===== config.mk =====
export PLATFORM = sky130hd
export DESIGN_NAME = gpio_paged_regs
export DESIGN_NICKNAME = d
export VERILOG_FILES = /design/src/rtl/gpio_paged_pkg.sv /design/src/rtl/gpio_in_sync.sv /design/src/rtl/gpio_out_bank.sv /design/src/rtl/gpio_win_route.sv /design/src/rtl/gpio_paged_regs.sv
export SDC_FILE = /design/constraint.sdc
export NUM_CORES = 1
export LEC_CHECK = 0
export CAP_MARGIN = 20
export CORE_ASPECT_RATIO = 1.75
export CORE_MARGIN = 5
export CORE_UTILIZATION = 49
export CTS_CLUSTER_DIAMETER = 40
export DETAILED_ROUTE_END_ITERATION = 6
export HOLD_SLACK_MARGIN = 0.03
export PLACE_DENSITY = 0.9
export SLEW_MARGIN = 5
export SYNTH_ARGS = -nofsm -noshare
export SYNTH_HDL_FRONTEND = slang
export SYNTH_HIERARCHICAL = 1
export SYNTH_SLANG_ARGS = --single-unit

===== constraint.sdc =====
create_clock -name clk_i -period 1.8 [get_ports clk_i]
set_input_delay 0.54 -clock clk_i [delete_from_list [all_inputs] [get_ports clk_i]]
set_output_delay 0.54 -clock clk_i [all_outputs]
set_load 0.01 [all_outputs]

===== src/rtl/gpio_paged_pkg.sv =====
package gpio_paged_pkg;
  localparam int unsigned ADDR_W   = 4;
  localparam int unsigned PAGE_W   = 2;
  localparam logic [ADDR_W-1:0] ADDR_PEND = 4'h6;
  localparam logic [ADDR_W-1:0] ADDR_PGLK = 4'h7;
  localparam logic [ADDR_W-1:0] WIN_BASE  = 4'h8;
  localparam int unsigned WIN_CNT  = 3;
  typedef logic [PAGE_W-1:0] page_t;
endpackage


===== src/rtl/gpio_in_sync.sv =====
module gpio_in_sync #(
  parameter int unsigned W = 48
) (
  input  logic         clk_i,
  input  logic         rst_ni,
  input  logic [W-1:0] d_i,
  output logic [W-1:0] q_o
);
  logic [W-1:0] meta_q, sync_q;

  // idle lines float high, so reset to ones
  always_ff @(posedge clk_i or negedge rst_ni) begin
    if (!rst_ni) begin
      meta_q <= '1;
      sync_q <= '1;
    end else begin
      meta_q <= d_i;
      sync_q <= meta_q;
    end
  end

  assign q_o = sync_q;
endmodule


===== src/rtl/gpio_out_bank.sv =====
module gpio_out_bank #(
  parameter int unsigned PORTS  = 6,
  parameter int unsigned PORT_W = 8,
  parameter int unsigned ADDR_W = 4,
  localparam int unsigned LINES = PORTS * PORT_W
) (
  input  logic              clk_i,
  input  logic              rst_ni,
  input  logic              wr_i,
  input  logic [ADDR_W-1:0] sel_i,
  input  logic [PORT_W-1:0] wdata_i,
  input  logic [PORTS-1:0]  lock_i,
  output logic [LINES-1:0]  latch_o
);
  for (genvar p = 0; p < PORTS; p++) begin : g_port
    logic [PORT_W-1:0] lat_q;
    logic              we;
    assign we = wr_i && (sel_i == ADDR_W'(p)) && !lock_i[p];
    always_ff @(posedge clk_i or negedge rst_ni) begin
      if (!rst_ni)  lat_q <= '0;
      else if (we)  lat_q <= wdata_i;
    end
    assign latch_o[p*PORT_W +: PORT_W] = lat_q;
  end
endmodule


===== src/rtl/gpio_win_route.sv =====
module gpio_win_route
  import gpio_paged_pkg::*;
#(
  parameter int unsigned DATA_W = 8
) (
  input  logic [ADDR_W-1:0] addr_i,
  input  page_t             page_i,
  input  logic              wr_i,
  input  logic              rd_i,
  input  logic [DATA_W-1:0] wdata_i,
  output logic              hit_o,
  output logic              win_wr_o,
  output logic              win_rd_o,
  output page_t             win_page_o,
  output logic [1:0]        win_sel_o,
  output logic [DATA_W-1:0] win_wdata_o
);
  logic in_range;
  logic [ADDR_W-1:0] offs;

  assign offs     = addr_i - WIN_BASE;
  assign in_range = (addr_i >= WIN_BASE) && (offs < ADDR_W'(WIN_CNT));
  // page 0 leaves the window unmapped
  assign hit_o    = in_range && (page_i != '0);

  assign win_wr_o    = hit_o && wr_i;
  assign win_rd_o    = hit_o && rd_i;
  assign win_page_o  = page_i;
  assign win_sel_o   = offs[1:0];
  assign win_wdata_o = wdata_i;
endmodule


===== src/rtl/gpio_paged_regs.sv =====
module gpio_paged_regs
  import gpio_paged_pkg::*;
#(
  parameter int unsigned PORTS  = 6,
  parameter int unsigned PORT_W = 8,
  parameter int unsigned DATA_W = 8,
  localparam int unsigned LINES = PORTS * PORT_W
) (
  input  logic              clk_i,
  input  logic              rst_ni,
  input  logic [3:0]        addr_i,
  input  logic [DATA_W-1:0] wdata_i,
  input  logic              wr_i,
  input  logic              rd_i,
  output logic [DATA_W-1:0] rdata_o,
  input  logic [LINES-1:0]  pin_i,
  output logic [LINES-1:0]  pull_low_o,
  input  logic [DATA_W-1:0] pend_i,
  output logic              win_wr_o,
  output logic              win_rd_o,
  output logic [1:0]        win_page_o,
  output logic [1:0]        win_sel_o,
  output logic [DATA_W-1:0] win_wdata_o,
  input  logic [DATA_W-1:0] win_rdata_i
);
  logic [PORTS-1:0]  lock_q;
  page_t             page_q;
  logic [LINES-1:0]  pin_sync;
  logic              win_hit;
  logic [DATA_W-1:0] rd_next;

  gpio_in_sync #(.W(LINES)) u_sync (
    .clk_i (clk_i),
    .rst_ni(rst_ni),
    .d_i   (pin_i),
    .q_o   (pin_sync)
  );

  gpio_out_bank #(.PORTS(PORTS), .PORT_W(PORT_W), .ADDR_W(ADDR_W)) u_bank (
    .clk_i  (clk_i),
    .rst_ni (rst_ni),
    .wr_i   (wr_i),
    .sel_i  (addr_i),
    .wdata_i(wdata_i[PORT_W-1:0]),
    .lock_i (lock_q),
    .latch_o(pull_low_o)
  );

  gpio_win_route #(.DATA_W(DATA_W)) u_win (
    .addr_i     (addr_i),
    .page_i     (page_q),
    .wr_i       (wr_i),
    .rd_i       (rd_i),
    .wdata_i    (wdata_i),
    .hit_o      (win_hit),
    .win_wr_o   (win_wr_o),
    .win_rd_o   (win_rd_o),
    .win_page_o (win_page_o),
    .win_sel_o  (win_sel_o),
    .win_wdata_o(win_wdata_o)
  );

  always_ff @(posedge clk_i or negedge rst_ni) begin
    if (!rst_ni) begin
      lock_q <= '0;
      page_q <= '0;
    end else if (wr_i && addr_i == ADDR_PGLK) begin
      lock_q <= wdata_i[PORTS-1:0];
      page_q <= wdata_i[DATA_W-1 -: PAGE_W];
    end
  end

  always_comb begin
    rd_next = '0;
    for (int p = 0; p < PORTS; p++) begin
      if (addr_i == ADDR_W'(p))
        rd_next[PORT_W-1:0] = ~pin_sync[p*PORT_W +: PORT_W];
    end
    if (addr_i == ADDR_PEND) rd_next = pend_i;
    if (addr_i == ADDR_PGLK) begin
      rd_next[PORTS-1:0]          = lock_q;
      rd_next[DATA_W-1 -: PAGE_W] = page_q;
    end
    if (win_hit) rd_next = win_rdata_i;
  end

  always_ff @(posedge clk_i or negedge rst_ni) begin
    if (!rst_ni)   rdata_o <= '0;
    else if (rd_i) rdata_o <= rd_next;
  end
endmodule


==> impl_metrics.env <==
export IMPL_hp_class="in2async"
export IMPL_startpoint_type="flip-flop"
export IMPL_syn_area_um2=5910
export IMPL_synthAdderAreaFrac_pct=0
export IMPL_port_buffers=149
export IMPL_clk_latency_ns=0.43
export IMPL_die_y_um=155
export IMPL_multi_input_area_um2=1750
export IMPL_postSynthCellCount=351
export IMPL_avgSynthCellArea_um2=16.8
export IMPL_worst_pin_slew_ns=0.435
export IMPL_grt_pass1_vias=4154
export IMPL_ir_worst_vdd_uv=921
export IMPL_fin_util_pct=70.4
export IMPL_r2r_setup_slack_ns=0.11
export IMPL_setup_viol=1
export IMPL_yosysSeqAreaShare_pct=69.8
export IMPL_num_antenna_cells=0
export IMPL_grt_pass1_wl_mm=22.8
export IMPL_synth_compound_area_share_pct=6.16
export IMPL_io_pins=150
export IMPL_setup_slack_ns=-0.0375
export IMPL_rows=53
export IMPL_drc=0
export IMPL_cts_sinks=160
export IMPL_synth_nets=431
export IMPL_synth_xor_area_share_pct=0
export IMPL_via_count=3678
export IMPL_regArea_um2=4120
export IMPL_synth_top_family_by_area="multiplexers"
export IMPL_min_period_over_period_pct=102
export IMPL_drv_slew=0
export IMPL_crit_path_start="page_q[1]$_DFFE_PN0P_"
export IMPL_nets=616
export IMPL_crit_type="reg2out"
export IMPL_final_layout_size_suffix_gt1_share_pct=50.8
export IMPL_synth_edf_count=0
export IMPL_cts_max_level=4
export IMPL_area_delta_synth_final_pct=42.3
export IMPL_core_um2=11900
export IMPL_root_buffer="clkbuf_16"
export IMPL_outcome="finished with violations"
export IMPL_synth_cell_types=42
export IMPL_grt_antenna_before_repair=0
export IMPL_critPathTopFamily="flip-flops"
export IMPL_grt_setup_unrepaired="yes"
export IMPL_hold_viol_final=0
export IMPL_drt_initial_drc_count=116
export IMPL_leakage_uw=0.00365
export IMPL_ys_seq_elements=160
export IMPL_tritoncts="built"
export IMPL_cpPeakStageDelay_ns=0.39
export IMPL_r2r_start="page_q[1]$_DFFE_PN0P_"
export IMPL_routed_wl_mm=14.6
export IMPL_overflow=0
export IMPL_vias_per_cell=5.36
export IMPL_holdBufCountCts=0
export IMPL_critPathSlowestCell="dfrtp_1"
export IMPL_synth_area_mux_share_pct=14.5
export IMPL_dr_pass1_iters=4
export IMPL_finalCriticalPeriod_ns=1.84
export IMPL_yosys_area_share_simple_pct=6.58
export IMPL_synth_ff_type="dfstp_2"
export IMPL_place_gp_congestion=0.845
export IMPL_ant_nets=0
export IMPL_fin_skew_ns=0.0128
export IMPL_crit_required_ns=1.26
export IMPL_die_area_um2=14400
export IMPL_cp_end_kind="primary output"
export IMPL_power_density_nw_per_um2=1140
export IMPL_start_util_pct=49.5
export IMPL_worstPathArrival_ns=1.30
export IMPL_grt_usage_pct=21.4
export IMPL_cts_buffers=17
export IMPL_clock_fmax_mhz=544
export IMPL_post_place_ws_ns=-0.838
export IMPL_path_buf_inv=1
export IMPL_wire_per_inst_um=21.3
export IMPL_cts_clk_slew_worst_paths_ns=0.06
export IMPL_hpwl_mm=10.5
export IMPL_max_slew_margin_pct=71.0
export IMPL_violations="negative setup slack"
export IMPL_clockBufferDepth=2
export IMPL_async_reset_ff_share_pct=100
export IMPL_yosysWarnings=6
export IMPL_cap_violations=0
export IMPL_path_max_fanout=3
export IMPL_grt_max_degree=48
export IMPL_crit_chain="nor2_4 > nor4b_2 > buf_2"
export IMPL_fillers=747
export IMPL_die_w_um=93.0
## state kept, by name, summed over array words and instances (netlist names)
signal               flops
page_q                   2
rdata_o                  8
u_bank/g_port.lat_q     48
u_sync/meta_q           48
lock_q                   6
u_sync/q_o              48
## synth_stat cells, drive strengths merged, types with 2 or more instances
| library cell | number | area [um^2] |
|---|---|---|
| nand2b | 9 | 56.3 |
| mux4 | 7 | 158 |
| a221oi | 8 | 114 |
| dfrtp | 64 | 1600 |
| nor4b | 3 | 26.3 |
| clkbuf | 6 | 22.5 |
| mux2 | 57 | 702 |
| nor2b | 9 | 56.3 |
| dfstp | 96 | 2520 |
| nor2 | 16 | 60.1 |
| nor3 | 3 | 25.0 |
| buf | 21 | 151 |
| a211oi | 8 | 95.1 |
| o31ai | 7 | 52.6 |
| or4b | 2 | 20.0 |
| a2111oi | 7 | 70.1 |
| or3 | 2 | 13.8 |
| and2 | 2 | 15.0 |
| or3b | 3 | 26.3 |
| nand2 | 11 | 43.8 |
## cells by family (layout without fill, tap and decap cells)
group,Yosys count,after routing
AO/OA/AOI/OAI,35,35
buffers and inverters,27,225
flip-flops,160,160
multiplexers,64,64
AND/OR/NAND/NOR,65,65
## path summary, 6_finish.rpt
kind / endpoint / depth (start not counted)
worst min register to register: u_sync/q_o[8]$_DFF_PN1_ / 0
worst max-delay path: win_wr_o / 3
worst min-delay path: rdata_o[3]$_DFFE_PN0P_ / 1
min in group clk_i: u_sync/q_o[8]$_DFF_PN1_ / 0
worst max register to register: rdata_o[6]$_DFFE_PN0P_ / 6
max in group asynchronous: u_sync/meta_q[16]$_DFF_PN1_ / 2
## worst register-to-register path, delay by kind of cell, from the launching register on
family / cells / cell delay, ns
simple gates: 2 / 0.26
compound gates: 2 / 0.58
flops: 1 / 0.41
buf+inv: 2 / 0.31
## what timing repair did
action	4_1_cts	5_1_grt
setup endpoints to repair	134	34
cloned	0	0
resized for setup	129	9
pin swaps	11	7
buffers inserted	4	0
## layout by cell type (no fill, tap or decap), drive strengths merged, types with 11 or more instances in the layout
master / instances
buf: 54
clkbuf: 24
clkdlybuf4s50: 72
dfrtp: 64
dfstp: 96
dlygate4sd2: 59
mux2: 57
nand2: 11
nor2: 16
## per-stage QoR
step                      std cells  hold WS, ns  area, um^2  total power, uW  TNS, ns
final                           686       0.0572        8410             9580  -0.0375
after global routing            686       0.0668        8410             9980   -0.146
after CTS                       688       0.0487        8450             9670   -0.366
after detailed placement        652        0.347        7840             6270   -49.27
after global placement          652        0.345        7840             6170   -47.92
after floorplan                 351        0.244        5980             5080    -2.90
## final cells by class
type | instances | share of cell area [%]
clock inverters | 12 | 1.41
multi-input cells | 164 | 20.8
clock buffers | 20 | 5.57
repair buffers | 193 | 21.1
flip-flops and latches | 160 | 49.0
well taps | 137 | 2.04
## power by group
group / switching, uW / internal [uW]
Combinational: 710 / 917
Sequential: 251 / 4130
Clock: 1510 / 2060
Total: 2470 / 7110
## metal layers
metal	part of all wire (%)	vias up	GRT usage, %
li1	-	1613	-
met1	36	1866	23.5
met2	55	156	38.1
met3	5.0	43	4.45
met4	4.2	0	11.7
met5	0	-	0
(Power assumes the default switching activity.)
